==> src/rtl/pae_pkg.sv <==
package pae_pkg;
  localparam int BASE_W = 8;
  localparam int ATTR_W = 2;

  typedef struct packed {
    logic [BASE_W-1:0] base;
    logic [ATTR_W-1:0] attr;
  } page_entry_t;
endpackage

==> src/rtl/pae_page_regs.sv <==
module pae_page_regs
  import pae_pkg::*;
#(
  parameter int PAGE_BITS = 3
) (
  input  logic                 clk,
  input  logic                 rst_n,
  input  logic                 wr_en,
  input  logic [PAGE_BITS-1:0] wr_idx,
  input  logic [BASE_W-1:0]    wr_base,
  input  logic [ATTR_W-1:0]    wr_attr,
  input  logic [PAGE_BITS-1:0] rd_idx,
  output page_entry_t          rd_entry
);
  localparam int NUM_PAGES = 1 << PAGE_BITS;

  page_entry_t pages_q [NUM_PAGES];

  for (genvar g = 0; g < NUM_PAGES; g++) begin : g_page
    page_entry_t nxt;
    logic        en;

    always_comb begin
      en       = wr_en && (wr_idx == PAGE_BITS'(g));
      nxt.base = wr_base;
      nxt.attr = wr_attr;
    end

    always_ff @(posedge clk or negedge rst_n) begin
      if (!rst_n) begin
        pages_q[g].base <= BASE_W'(g);
        pages_q[g].attr <= '0;
      end else if (en) begin
        pages_q[g] <= nxt;
      end
    end
  end

  assign rd_entry = pages_q[rd_idx];

  assert_cfg_write_R6: assert property (@(posedge clk) disable iff (!rst_n)
    wr_en |=> (pages_q[$past(wr_idx)].base == $past(wr_base)));
endmodule

==> src/rtl/pae_xlate.sv <==
module pae_xlate
  import pae_pkg::*;
#(
  parameter int                ADDR_IN_W = 24,
  parameter int                OUT_W     = 32,
  parameter int                PAGE_BITS = 3,
  parameter logic [BASE_W-1:0] MEM_LO    = 8'h00,
  parameter logic [BASE_W-1:0] MEM_HI    = 8'h3F
) (
  input  logic [ADDR_IN_W-1:0] req_addr,
  input  page_entry_t          entry,
  output logic [OUT_W-1:0]     xaddr,
  output logic                 to_mem,
  output logic                 base_bad
);
  localparam int OFFSET_W = ADDR_IN_W - PAGE_BITS;
  localparam int LSB_W    = OUT_W - BASE_W - OFFSET_W;
  localparam logic [BASE_W-1:0] SPAN = MEM_HI - MEM_LO;

  logic [BASE_W-1:0] top;
  logic [BASE_W-1:0] rel;

  always_comb begin
    base_bad = entry.base[BASE_W-1];
    top      = {1'b0, entry.base[BASE_W-2:0]};
    xaddr    = {top, req_addr[OFFSET_W-1:0], {LSB_W{1'b0}}};
    rel      = top - MEM_LO;
    to_mem   = (rel <= SPAN);
  end
endmodule

==> src/rtl/pae_out_stage.sv <==
module pae_out_stage #(
  parameter int OUT_W  = 32,
  parameter int ATTR_W = 2
) (
  input  logic              clk,
  input  logic              rst_n,
  input  logic              in_valid,
  input  logic              in_write,
  input  logic [OUT_W-1:0]  in_addr,
  input  logic              in_to_mem,
  input  logic [ATTR_W-1:0] in_attr,
  input  logic              in_bad,
  output logic              out_valid,
  output logic              out_write,
  output logic [OUT_W-1:0]  out_addr,
  output logic              out_to_mem,
  output logic [ATTR_W-1:0] out_attr,
  output logic              err_flag
);
  logic err_d;
  logic load_en;

  always_comb begin
    load_en = in_valid;
    err_d   = err_flag | (in_valid & in_bad);
  end

  always_ff @(posedge clk or negedge rst_n) begin
    if (!rst_n) begin
      out_valid <= 1'b0;
      err_flag  <= 1'b0;
    end else begin
      out_valid <= in_valid;
      err_flag  <= err_d;
    end
  end

  always_ff @(posedge clk or negedge rst_n) begin
    if (!rst_n) begin
      out_write  <= 1'b0;
      out_addr   <= '0;
      out_to_mem <= 1'b0;
      out_attr   <= '0;
    end else if (load_en) begin
      out_write  <= in_write;
      out_addr   <= in_addr;
      out_to_mem <= in_to_mem;
      out_attr   <= in_attr;
    end
  end

  assert_valid_follow_R2: assert property (@(posedge clk) disable iff (!rst_n)
    in_valid |=> out_valid);
  assert_lsb_zero_R3: assert property (@(posedge clk) disable iff (!rst_n)
    out_valid |-> (out_addr[2:0] == 3'b000));
  assert_top_bit_clear_R5: assert property (@(posedge clk) disable iff (!rst_n)
    out_addr[OUT_W-1] == 1'b0);
  assert_err_sticky_R5: assert property (@(posedge clk) disable iff (!rst_n)
    err_flag |=> err_flag);
  assert_hold_R9: assert property (@(posedge clk) disable iff (!rst_n)
    !in_valid |=> $stable(out_addr) && $stable(out_attr));
endmodule

==> src/rtl/pae_addr_ext.sv <==
module pae_addr_ext
  import pae_pkg::*;
#(
  parameter int                ADDR_IN_W = 24,
  parameter int                OUT_W     = 32,
  parameter int                PAGE_BITS = 3,
  parameter logic [BASE_W-1:0] MEM_LO    = 8'h00,
  parameter logic [BASE_W-1:0] MEM_HI    = 8'h3F
) (
  input  logic                 clk,
  input  logic                 rst_n,
  input  logic                 cfg_we,
  input  logic [PAGE_BITS-1:0] cfg_idx,
  input  logic [BASE_W-1:0]    cfg_base,
  input  logic [ATTR_W-1:0]    cfg_attr,
  input  logic                 req_valid,
  input  logic                 req_write,
  input  logic [ADDR_IN_W-1:0] req_addr,
  output logic                 out_valid,
  output logic                 out_write,
  output logic [OUT_W-1:0]     out_addr,
  output logic                 out_to_mem,
  output logic [ATTR_W-1:0]    out_attr,
  output logic                 err_flag
);
  page_entry_t          sel_entry;
  logic [OUT_W-1:0]     x_addr;
  logic                 x_to_mem;
  logic                 x_bad;

  pae_page_regs #(.PAGE_BITS(PAGE_BITS)) i_regs (
    .clk(clk), .rst_n(rst_n),
    .wr_en(cfg_we), .wr_idx(cfg_idx), .wr_base(cfg_base), .wr_attr(cfg_attr),
    .rd_idx(req_addr[ADDR_IN_W-1 -: PAGE_BITS]), .rd_entry(sel_entry)
  );

  pae_xlate #(
    .ADDR_IN_W(ADDR_IN_W), .OUT_W(OUT_W), .PAGE_BITS(PAGE_BITS),
    .MEM_LO(MEM_LO), .MEM_HI(MEM_HI)
  ) i_xlate (
    .req_addr(req_addr), .entry(sel_entry),
    .xaddr(x_addr), .to_mem(x_to_mem), .base_bad(x_bad)
  );

  pae_out_stage #(.OUT_W(OUT_W), .ATTR_W(ATTR_W)) i_out (
    .clk(clk), .rst_n(rst_n),
    .in_valid(req_valid), .in_write(req_write), .in_addr(x_addr),
    .in_to_mem(x_to_mem), .in_attr(sel_entry.attr), .in_bad(x_bad),
    .out_valid(out_valid), .out_write(out_write), .out_addr(out_addr),
    .out_to_mem(out_to_mem), .out_attr(out_attr), .err_flag(err_flag)
  );
endmodule

==> config.mk <==
export PLATFORM = sky130hd
export DESIGN_NAME = pae_addr_ext
export DESIGN_NICKNAME = d
export VERILOG_FILES = /design/src/rtl/pae_pkg.sv /design/src/rtl/pae_page_regs.sv /design/src/rtl/pae_xlate.sv /design/src/rtl/pae_out_stage.sv /design/src/rtl/pae_addr_ext.sv
export SDC_FILE = /design/constraint.sdc
export NUM_CORES = 1
export LEC_CHECK = 0
export BUFFER_PORTS_ARGS = -buffer_cell sky130_fd_sc_hd__buf_2
export CAP_MARGIN = 10
export CORE_ASPECT_RATIO = 1.2
export CORE_MARGIN = 3
export CORE_UTILIZATION = 45
export DETAILED_ROUTE_END_ITERATION = 6
export PLACE_DENSITY_LB_ADDON = 0.2
export SLEW_MARGIN = 20
export SYNTH_ARGS = -nofsm -noshare
export SYNTH_HDL_FRONTEND = slang
export SYNTH_SLANG_ARGS = --single-unit
==> constraint.sdc <==
create_clock -name clk -period 3.98 [get_ports clk]
set_input_delay 0.398 -clock clk [delete_from_list [all_inputs] [get_ports clk]]
set_output_delay 0.398 -clock clk [all_outputs]
set_load 0.01 [all_outputs]
Word level (Yosys, flattened, before mapping). Index checks and enable logic that the tools add are counted.

Bits in registers: 114. Bits in latches: 0. Bits in writable memories: 0. Memory bits (read-only): 0. Output and inout port bits: 38. Word-level logic and storage cells: 46. Memories: 0.

Add/subtract/negate cells: 0. Multiply operators: 0. Div/mod/pow operators: 0. $lt $le $gt $ge: 2. Equality and inequality tests: 7. Shift-type cells: 0. Multiplexer cells: 3. Bitwise gates (word level): 3. Reduce and logical (&&, ||, !) cells: 9.

Operators by type and width (count): 10-bit binary-select mux with 3-bit select (1); 10-bit two-way mux (2); 3-bit equality test, second input constant (4); 1-bit logical AND (8); 7-bit by 6-bit less-or-equal comparator with 1-bit output, second input constant (1); 3-bit by 2-bit equality test with 1-bit output, second input constant (2); 4-bit greater-or-equal comparator, second input constant (1); 3-bit NOT with 4-bit output (1); 3-bit by 1-bit equality test with 1-bit output, second input constant (1); 3-bit zero test (1); 1-bit AND (1); 1-bit OR (1).

Longest topological paths before layout.
Depth after elaboration: 6. Mapped depth: 6. Mapped depth without buffers: 3.

Hierarchy. From an unflattened synthesis, not the netlist that was laid out.

Cells, all modules: 324. Area total of the unflattened synthesis: 5509.0 µm².

Modules (own cells, without submodules): pae_page_regs (instances 1, cells an instance 210, area an instance 3709.8 µm²); pae_out_stage (instances 1, cells an instance 79, area an instance 1544.0 µm²); pae_xlate (instances 1, cells an instance 35, area an instance 255.2 µm²).

Least setup slack after synthesis. Ideal clock, no wire load.

Kind: input to register. Start point: input port req_addr[21]. End point: register i_out.out_addr[30]. Library setup time: 120 ps. Arrival: 1329 ps. Path slack: 2531 ps. Stages: 4. Path buffers: 1. Cell sequence: buf_6 mux4_2 nand2b_4 a41o_1.

Longest elaborated chain between the ends: 4.

Ends and longest elaborated chain: start, declared (line pae_addr_ext.sv:18) `input logic [ADDR_IN_W-1:0] req_addr,`; 3-bit NOT with 4-bit output (implied by the code) (line pae_page_regs.sv:39) `assign rd_entry = pages_q[rd_idx];`; 10-bit binary-select mux with 3-bit select (line pae_page_regs.sv:39); 10-bit two-way mux (implied by the code) (2 in a row) (line pae_page_regs.sv:39); end signal, assigned (line pae_out_stage.sv:46) `out_addr <= in_addr;`; end, declared (line pae_out_stage.sv:15) `output logic [OUT_W-1:0] out_addr,`.

No other way between the ends. The select of a mux whose other input is x is not followed. A chain may end at the register's enable or synchronous reset.

Worst setup path in the final report.
Start point: input port req_addr[21]. End point: register i_out.out_addr[29].

Same word-level chain as after synthesis.

==> impl_metrics.csv <==
group,metric,value,unit
routing,met1Wirelength,4.348,mm
setup_path,worst_setup_path_endpoint,"i_out.out_addr[29]$_DFFE_PN0P_",
placed_design,portBuffers,75,
die,floorplan.die_area,0.01252,mm²
flow_run,drv.max_cap_violation_count,0,
routing,route.met2.wl,5.621,mm
yosys,synth.cell_area,0.005044,mm²
yosys,synth.top_cells.by_count,"104 x sky130_fd_sc_hd__mux2_2, 102 x sky130_fd_sc_hd__dfrtp_1, 26 x sky130_fd_sc_hd__mux2i_1",
power,power.static_leakage,0.002757,µW
sta,slew_headroom,0.3622,
sta,timing.clock.skew,0.009064,ns
sta,finalWorstPathRequiredPeriod,1.727,ns
yosys,synth-adder-area-share,0,
sta,worst_slew_pin_slew,0.9548,ns
sta,fin_crit_sh,0.4338,
yosys,synth-edff-count,0,
routing,vias_per_cell,5.417,
routing,drt_iter0_drc,126,
setup_path,cp.arrival,2.02,ns
yosys,synth-simple-area-share,0.05755,
cts,htree_num_levels,4,
final_layout,n_antenna_cell,0,
die,pin_count,80,
global_route,antenna_found_initial,0,
die,chipWidth,102.6,µm
setup_path,start_point_of_the_critical_path,"req_addr[21]",
global_route,global_route_wire_length_before_repair,17.11,mm
setup_path,worstSetupStartpointType,"primary input",
routing,drt-total-wl,10.58,mm
yosys,yosys.area_share.xor_xnor,0,
die,dieHeight,122.0,µm
setup_path,timing.critical_path.to_type,"flop",
hold_path,min_from,"req_addr[12]",
yosys,ys_dominant_reg_cell,"sky130_fd_sc_hd__dfrtp_1",
cts,cts_resized,0,
cts,clkTransAtPathRegs,0.05,ns
yosys,combinational_family_with_the_most_area_after_synthesis,"multiplexers",
cts,clock_path_buffers,2,
sta,report.final.hold_viol_count,0,
setup_path,worst_r2r_path_depth,3,
placed_design,gp_congestion,0.7719,
routing,wl_met3,474,µm
hold_path,min_path_type,"in2reg",
setup_path,timing.critical_path.slowest_stage_cell,"sky130_fd_sc_hd__buf_2",
setup_path,timing_worst_setup_path_type,"in2reg",
routing,routedWlPerCell,18.76,µm
routing,detail_route.first_pass.iterations,4,
cts,cts_num_sinks,114,
cts,tritoncts,"built",
global_route,grt_util_all_layers,0.1875,
power,power_density,570.9,mW/mm²
cts,clock_tree.root_cell,"sky130_fd_sc_hd__clkbuf_16",
final_layout,nets_finish,464,
die,initial_core_utilization,0.4704,
sta,timing.setup.tns,0,ns
yosys,yosys.area.top_type_share,0.5061,
setup_path,endpoint_of_the_worst_slack_reg_to_reg_timing_path,"i_out.out_addr[30]$_DFFE_PN0P_",
power,irDropWorstVdd,0.3535,mV
setup_path,critical_path.max_stage_delay,0.52,ns
sta,slew_violations,0,
yosys,synth-warning-count,0,
placed_design,hpwl_dp,6.477,mm
setup_path,crit_path_cell_trace,"buf_2 > buf_4 > mux2i_1 > a22oi_1 > a41o_1",
yosys,netlist.top_cell.by_area,"sky130_fd_sc_hd__dfrtp_1",
routing,drc,0,
setup_path,critical_path_required,4.27,ns
sta,achievable-frequency,579.1,MHz
sta,grt_setup_unrepaired,"no",
die,num_rows,41,
yosys,most_common_cell_in_the_netlist,"sky130_fd_sc_hd__mux2_2",
yosys,ys_seq_elements,114,
power,total_power,3458,µW
global_route,first_global_vias,3261,
setup_path,timing.reg2reg.setup_slack,2.68,ns
final_layout,synthToLayoutAreaGrowth,20.09,%
yosys,synthArstFlopShare,1.000,
run_status,run_status,"finished, final reports clean",
final_layout,layout.cells.non_filler,564,
cts,post_cts_hold_buffer_count,1,
yosys,complex_gate_fraction_of_the_synthesized_area,0.04912,
yosys,avgSynthCellArea,14.66,µm²
routing,top_layer,"met4",
yosys,synth.mux.area_fraction,0.2927,
setup_path,regToRegStartpoint,"i_regs.pages_q[8]$_DFFE_PN0P_",
placed_design,dp_cells,531,
setup_path,worst-path-max-fanout,25,
yosys,yosys-top-cells-area,"sky130_fd_sc_hd__dfrtp_1 51%, sky130_fd_sc_hd__mux2_2 23%, sky130_fd_sc_hd__dfstp_2 6.3%",
routing,ant_nets,0,
global_route,grt-ovfl-total,0,
cts,post_cts_buffers,0,
yosys,synth.distinct_cells,29,
yosys,seq_area_frac_synth,0.5686,
sta,setup_viol,0,
routing,detailroute.via_count,3055,
yosys,synthCells,344,
cts,insertion_delay,0.41,ns
die,core,0.01072,mm²
global_route,grt_max_degree,45,
final_layout,post_route_cells_drive_above_1_share,0.5333,
cts,cts_made_buffers,17,
[cells in the final DEF, fill, tap and decap left out, drive strengths merged, types with 2 or more instances in the layout]
cell type and count:
nor3b 2, nand2 4, nor2b 18, nor2 2
nand2b 3, mux2 104, a22oi 8, clkinv 6
clkinvlp 2, bufinv 2, buf 80, nand3 8
mux2i 26, nand4b 3, a41o 9, conb 4
nor3 2, dfstp 12, mux4 2, dfrtp 102
clkbuf 22, a211o 8
[layer usage]
metal  track usage  up-vias
li1              -     1407
met1        0.2198     1564
met2        0.3207       74
met3       0.05899       10
met4       0.06645        0
met5             0        -
[worst min path at each step]
stage                                           endpoint  slack [ns]  cells after the start
after floorplan                 i_out.err_flag$_DFF_PN0_        0.10                      0
after global placement     i_out.out_addr[5]$_DFFE_PN0P_        0.42                      1
after detailed placement  i_regs.pages_q[46]$_DFFE_PN0P_        0.42                      1
after CTS                  i_out.out_addr[9]$_DFFE_PN0P_        0.20                      2
after global routing      i_out.out_addr[14]$_DFFE_PN0P_        0.21                      2
final                     i_out.out_addr[15]$_DFFE_PN0P_        0.22                      2
[per-stage QoR]
stage | util | hold WS [ns] | setup WS, ns | cell area (µm²)
finish | 0.5649 | 0.2160 | 2.253 | 6057
global route | 0.5649 | 0.2090 | 2.173 | 6057
CTS | 0.5649 | 0.2046 | 2.265 | 6057
detailed placement | 0.5106 | 0.4231 | 1.829 | 5474
global placement | 0.5106 | 0.4174 | 1.879 | 5474
floorplan | - | 0.1024 | 2.531 | 5055
[cell families after synthesis]
logic type             count (synthesis)
buffers and inverters                 25
DFF                                  114
other                                  1
and+or+nand+nor                       43
muxes                                132
AOI/OAI and AO/OA                     29
[worst max-delay path, delay by kind of cell]
| kind | cells | cell delay [ns] |
|---|---|---|
| mux | 1 | 0.25 |
| compound gates | 2 | 0.40 |
| buf+inv | 2 | 0.96 |
[area by class of cell]
cell class,count,area [µm²]
clock buffers,22,464.2
clock inverters,10,108.9
fillers,880,4664
multi-input cells,208,2029
flip-flops and latches,114,2868
well taps,129,161.4
repair buffers,81,425.4
[report_power, final]
group          leakage [µW]  internal, µW  switching (µW)
combinational       0.00114           285             211
clock              0.000280           947             506
sequential          0.00134          1400             108
[sequential cells by signal, indices dropped and copies added, names as in the netlist]
name              count
i_out.err_flag        1
i_out.out_to_mem      1
i_out.out_attr        2
i_regs.pages_q       80
i_out.out_addr       28
i_out.out_valid       1
i_out.out_write       1
(Power assumes the default switching activity.)
